**config.mk**
```make
export PLATFORM = sky130hd
export DESIGN_NAME = rxwake_ctrl
export DESIGN_NICKNAME = d
export VERILOG_FILES = /design/src/rtl/rxwake_pkg.sv /design/src/rtl/rxwake_timer.sv /design/src/rtl/rxwake_edge_meter.sv /design/src/rtl/rxwake_ctrl.sv
export SDC_FILE = /design/constraint.sdc
export NUM_CORES = 1
export LEC_CHECK = 0
export BUFFER_PORTS_ARGS = -buffer_cell sky130_fd_sc_hd__clkbuf_2
export CORE_MARGIN = 2
export CORE_UTILIZATION = 59
export DETAILED_ROUTE_END_ITERATION = 6
export HOLD_SLACK_MARGIN = 0.12
export PLACE_DENSITY = 0.82
export SETUP_SLACK_MARGIN = 0.2
export SYNTH_ARGS = -nofsm -noshare
export SYNTH_HDL_FRONTEND = slang
export SYNTH_SLANG_ARGS = --single-unit
```
**constraint.sdc**
```tcl
create_clock -name clk -period 4.11 [get_ports clk]
set_input_delay 0.411 -clock clk [delete_from_list [all_inputs] [get_ports clk]]
set_output_delay 0.411 -clock clk [all_outputs]
set_load 0.02 [all_outputs]
```
**src/rtl/rxwake_pkg.sv**
```systemverilog
package rxwake_pkg;
  typedef enum logic [2:0] {
    PH_IDLE  = 3'd0,
    PH_SLEEP = 3'd1,
    PH_START = 3'd2,
    PH_CHECK = 3'd3,
    PH_RECV  = 3'd4
  } phase_e;

  localparam int SLEEP_FW   = 5;
  localparam int LIM_FW     = 6;
  localparam int NSEL_FW    = 2;
  localparam int XSLEEP_MUL = 8;
  localparam int CHK_STEP   = 3;
endpackage

```
**src/rtl/rxwake_timer.sv**
```systemverilog
// Tick counter for a single phase; done fires on the tick that completes the length.
module rxwake_timer #(
  parameter int W = 16
) (
  input  logic         clk,
  input  logic         rst,
  input  logic         clr,
  input  logic         tick,
  input  logic [W-1:0] limit,
  output logic         done
);
  logic [W-1:0] cnt;
  logic [W:0]   elapsed;

  assign elapsed = {1'b0, cnt} + (W+1)'(1);
  assign done    = tick && (elapsed >= {1'b0, limit});

  always_ff @(posedge clk) begin
    if (rst || clr) cnt <= '0;
    else if (tick && !done) cnt <= cnt + 1'b1;
  end
endmodule

```
**src/rtl/rxwake_edge_meter.sv**
```systemverilog
// Measures tick spacing between demod transitions against a scaled window.
module rxwake_edge_meter #(
  parameter int LW = 6,
  parameter int NW = 2,
  parameter int CS = 3
) (
  input  logic          clk,
  input  logic          rst,
  input  logic          tick,
  input  logic          demod,
  input  logic          arm,
  input  logic [LW-1:0] lim_min,
  input  logic [LW-1:0] lim_max,
  input  logic          xlim,
  input  logic [NW-1:0] nsel,
  output logic          pass_all,
  output logic          fail
);
  localparam int IW = LW + 2;
  localparam int CW = $clog2(CS * (2**NW) + 1);

  logic          smp;
  logic          seen;
  logic [IW-1:0] cnt;
  logic [IW-1:0] elapsed;
  logic [IW-1:0] lo;
  logic [IW-1:0] hi;
  logic [CW-1:0] npass;
  logic [CW-1:0] need_n;
  logic          edge_t;
  logic          too_short;
  logic          too_long;
  logic          good;

  assign lo      = xlim ? (IW'(lim_min) << 1) : IW'(lim_min);
  assign hi      = xlim ? (IW'(lim_max) << 1) : IW'(lim_max);
  assign need_n  = CW'(CS) * (CW'(nsel) + CW'(1));
  assign elapsed = cnt + IW'(1);
  assign edge_t  = tick && (demod != smp);

  assign too_short = edge_t && seen && (elapsed < lo);
  assign too_long  = (tick && !edge_t && (elapsed >= hi)) ||
                     (edge_t && seen && (elapsed > hi));
  assign good      = edge_t && seen && !too_short && (elapsed <= hi);

  assign fail     = arm && (too_short || too_long);
  assign pass_all = arm && good && (npass == need_n - CW'(1));

  always_ff @(posedge clk) begin
    if (rst) begin
      smp   <= 1'b0;
      seen  <= 1'b0;
      cnt   <= '0;
      npass <= '0;
    end else begin
      if (tick) smp <= demod;
      if (!arm) begin
        seen  <= 1'b0;
        cnt   <= '0;
        npass <= '0;
      end else if (tick) begin
        if (edge_t) begin
          cnt  <= '0;
          seen <= 1'b1;
          if (good) npass <= npass + CW'(1);
        end else begin
          cnt <= cnt + IW'(1);
        end
      end
    end
  end
endmodule

```
**src/rtl/rxwake_ctrl.sv**
```systemverilog
module rxwake_ctrl
  import rxwake_pkg::*;
#(
  parameter int SLEEP_UNIT = 1024,
  parameter int START_W    = 12
) (
  input  logic               clk,
  input  logic               rst,
  input  logic               tick,
  input  logic               run,
  input  logic               cont_mode,
  input  logic               demod,
  input  logic [SLEEP_FW-1:0] sleep_val,
  input  logic               xsleep,
  input  logic [START_W-1:0] startup_len,
  input  logic [LIM_FW-1:0]  lim_min,
  input  logic [LIM_FW-1:0]  lim_max,
  input  logic               xlim,
  input  logic [NSEL_FW-1:0] chk_sel,
  output logic [2:0]         phase,
  output logic               rx_active,
  output logic               rx_start
);
  localparam int SLEEP_MAX = (2**SLEEP_FW - 1) * SLEEP_UNIT * XSLEEP_MUL;
  localparam int SW        = $clog2(SLEEP_MAX + 1);
  localparam int TW        = (SW > START_W) ? SW : START_W;

  phase_e        state;
  phase_e        nxt;
  logic [TW-1:0] sleep_base;
  logic [TW-1:0] sleep_ticks;
  logic [TW-1:0] t_limit;
  logic          t_clr;
  logic          t_done;
  logic          chk_pass;
  logic          chk_fail;

  assign sleep_base  = TW'(sleep_val) * TW'(SLEEP_UNIT);
  assign sleep_ticks = xsleep ? (sleep_base * TW'(XSLEEP_MUL)) : sleep_base;
  assign t_limit     = (state == PH_SLEEP) ? sleep_ticks : TW'(startup_len);
  assign t_clr       = (nxt != state);

  rxwake_timer #(.W(TW)) u_timer (
    .clk   (clk),
    .rst   (rst),
    .clr   (t_clr),
    .tick  (tick),
    .limit (t_limit),
    .done  (t_done)
  );

  rxwake_edge_meter #(.LW(LIM_FW), .NW(NSEL_FW), .CS(CHK_STEP)) u_meter (
    .clk      (clk),
    .rst      (rst),
    .tick     (tick),
    .demod    (demod),
    .arm      (state == PH_CHECK),
    .lim_min  (lim_min),
    .lim_max  (lim_max),
    .xlim     (xlim),
    .nsel     (chk_sel),
    .pass_all (chk_pass),
    .fail     (chk_fail)
  );

  always_comb begin
    nxt = state;
    if (!run) begin
      nxt = PH_IDLE;
    end else begin
      case (state)
        PH_IDLE:  nxt = cont_mode ? PH_START : PH_SLEEP;
        PH_SLEEP: if (t_done) nxt = PH_START;
        PH_START: if (t_done) nxt = PH_CHECK;
        PH_CHECK: begin
          if (chk_pass)      nxt = PH_RECV;
          else if (chk_fail) nxt = cont_mode ? PH_START : PH_SLEEP;
        end
        PH_RECV:  nxt = PH_RECV;
        default:  nxt = PH_IDLE;
      endcase
    end
  end

  always_ff @(posedge clk) begin
    if (rst) begin
      state     <= PH_IDLE;
      rx_active <= 1'b0;
      rx_start  <= 1'b0;
    end else begin
      state     <= nxt;
      rx_active <= (nxt == PH_START) || (nxt == PH_CHECK) || (nxt == PH_RECV);
      rx_start  <= (nxt == PH_RECV) && (state != PH_RECV);
    end
  end

  assign phase = state;
endmodule

```
==> impl_metrics.tcl <==
set metrics [dict create \
    p_int_uw 556 \
    synth.most_common_cell "nor2_1" \
    fin_util 0.683 \
    synth-edff-count 0 \
    hold_buffers 0 \
    fmax_ghz 0.273 \
    netlist.area_leader.share 0.226 \
    ys_seq_area_frac 0.226 \
    ys_ff_latch 37 \
    drv_slew 0 \
    synthArstFlopShare 0 \
    worst-setup-path-type "reg -> reg" \
    htreeDepth 2 \
    clkPwrFrac 0.342 \
    yosysTopAreaCell "dfxtp_1" \
    setup_viol 0 \
    rows 27 \
    post_drt_wl_per_cell_um 14.0 \
    power_density_nw_per_um2 204 \
    drc_errors 0 \
    clock_path_buffers 2 \
    relSlewSlack 0.563 \
    drt_iter0_markers 207 \
    syn_avg_cell_area_um2 7.92 \
    dr.pass1.iters 5 \
    crit_required_ns 4.27 \
    max-cap-violations 0 \
    die_area_um2 6170 \
    antenna_found_initial 0 \
    fp.dieH_um 78.5 \
    vias 3037 \
    yosys-top-cells-count "nor2_1 (47), nand2_1 (45), dfxtp_1 (37), ha_1 (37)" \
    grt_pass1_wl_mm 12.0 \
    vdd_drop_max_v 0.000154 \
    finalPower_uw 758 \
    clk_pin_slew_worst_paths_ns 0.07 \
    start_util 0.602 \
    p_leak_uw 0.00167 \
    synth-main-ff-cell "dfxtp_1" \
    grt_setup_unrepaired "no" \
    syn_area_um2 3280 \
    grt_pass1_vias 2725 \
    clock_skew_ns 0.00430 \
    start_kind "register" \
    wl_mm 7.37 \
    fin_nets 528 \
    placed_area_um2 3550 \
    core_area_um2 5440 \
    grt-ovfl-total 0 \
    hold_viol 0 \
    yosys_warnings 0 \
    whs_ns 0.394 \
    io_buffers 43 \
    hpwl_mm 5.68 \
    ys_types 56 \
    num_antenna_cells 0 \
    min_path_type "in -> reg" \
    worst_pin_slew_ns 0.650 \
    die_w_um 78.5 \
    seqPwrFrac 0.483 \
    arrival_ns 3.82 \
    grt_max_degree 21 \
    avgViaCountPerCell 5.78 \
    min_period_over_period 0.890 \
    cp_max_fo 14 \
    fin_setup_tns_ns 0 \
    ant_nets 0 \
    synth_fp_nets 490 \
    cts_root_buffer "clkbuf_8" \
    p_sw_frac 0.267 \
    switching_power_uw 202 \
    gp_congestion 0.873 \
    layout-drive-gt1-share 0.181 \
    cts_setup_buffers 0 \
    finalInstanceArea_um2 3720 \
    cts_buffers 5 \
    io_pins 44 \
    status "complete, no violations" \
    combPwrFrac 0.176 \
    min_period_ns 3.66 \
    cts_tree "built" \
    synthToLayoutAreaGrowth_pct 13.4 \
    synthCells 414 \
    critPathCaptureType "register" \
    synth.area.top_cells "dfxtp_1 (23%), ha_1 (14%), xnor2_1 (7.8%)" \
    cts.sinks 37 \
    grt_use_total 0.236 \
    clk_latency_ns 0.28 \
]
[cells in the final DEF, fill, tap and decap left out, types with 3 or more instances in the layout]
cell,instances
xnor2_1,29
nor3_1,5
nand4_1,4
clkbuf_8,6
a21oi_1,19
a31oi_1,3
mux2i_1,13
nor3b_1,7
nand3_1,27
buf_4,5
mux2_2,3
nand2b_1,6
dfxtp_1,36
nor2_1,45
or3_1,3
nor2b_1,10
nand2_1,45
inv_1,6
ha_1,36
a211oi_1,3
xor2_1,18
clkbuf_2,43
o211ai_1,3
and2_1,7
o21ai_0,12
and3_1,11
[logic make-up (layout without fill, tap and decap cells)]
family / after synthesis / in the layout / share of synthesized area
AND/OR/NAND/NOR: 190 / 190 / 0.296
AO/OA/AOI/OAI: 64 / 64 / 0.131
XOR/XNOR: 47 / 47 / 0.126
adder cells (fa/ha/maj): 37 / 37 / 0.141
flip-flops: 37 / 37 / 0.226
buffers and inverters: 23 / 62 / 0.0294
multiplexers: 16 / 16 / 0.0500
[path summary, 6_finish.rpt]
kind	startpoint	endpoint	slack (ns)	cells past startpoint
hold reg to reg	u_meter.seen$_SDFFE_PP0P_	u_meter.seen$_SDFFE_PP0P_	0.49	2
hold / removal	rst	u_meter.smp$_SDFFE_PP0P_	0.39	2
setup reg to reg	u_timer.cnt[0]$_SDFFE_PP0P_	rx_active$_SDFF_PP0_	0.45	16
setup / recovery	u_timer.cnt[0]$_SDFFE_PP0P_	rx_active$_SDFF_PP0_	0.45	16
[stage by stage]
step	worst slack, ns	cells
after floorplan	0.613	414
after global placement	0.394	517
after detailed placement	0.220	517
after CTS	0.247	525
after global routing	0.197	525
final	0.450	525
[final cells by class]
class,instances,area (um^2)
sequential,37,742
inverter,6,22.5
clock inverter,2,13.8
timing repair buffer,48,253
clock buffer,6,82.6
fill,463,1720
multi-input combinational,354,2510
tap,72,90.1
[what timing repair did]
item,in CTS,in global routing
pin swaps,0,2
setup endpoints to repair,1,20
endpoints found under the hold margin,0,0
gates resized for setup,1,15
[metal layers]
layer	vias to the layer above	track usage	share of wire	wire length, um
met5	-	0	0	0
li1	1550	-	-	-
met4	0	0.0421	0.0098	72
met3	10	0.0322	0.043	316
met2	91	0.429	0.50	3720
met1	1386	0.298	0.44	3260
[state kept, by name (all words and copies together) (netlist names)]
| name | cells |
|---|---|
| u_meter.npass | 4 |
| u_meter.smp | 1 |
| u_meter.cnt | 8 |
| rx_start | 1 |
| rx_active | 1 |
| phase | 3 |
| u_timer.cnt | 18 |
| u_meter.seen | 1 |
[power groups by stage]
stage | clock [uW] | sequential (uW) | combinational, uW
6_report | 259 | 366 | 133
5_1_grt | 279 | 366 | 149
4_1_cts | 266 | 366 | 132
3_5_place_dp | 0 | 374 | 131
3_3_place_gp | 0 | 373 | 126
2_1_floorplan | 0 | 374 | 88.3
[critical path: stages (launching register included)]
cell      delay (ns)
dfxtp_2         0.37
ha_2            0.22
nand3_2         0.17
nor2_4          0.17
and3_1          0.21
and3_1          0.20
xor2_1          0.18
ha_1            0.26
and4_1          0.21
and3b_1         0.16
o31ai_1         0.23
a31o_2          0.24
buf_4           0.20
nand2_1         0.08
and3_1          0.18
o311a_1         0.30
nand2b_1        0.15
No activity file was read; power rests on OpenSTA's default activity.
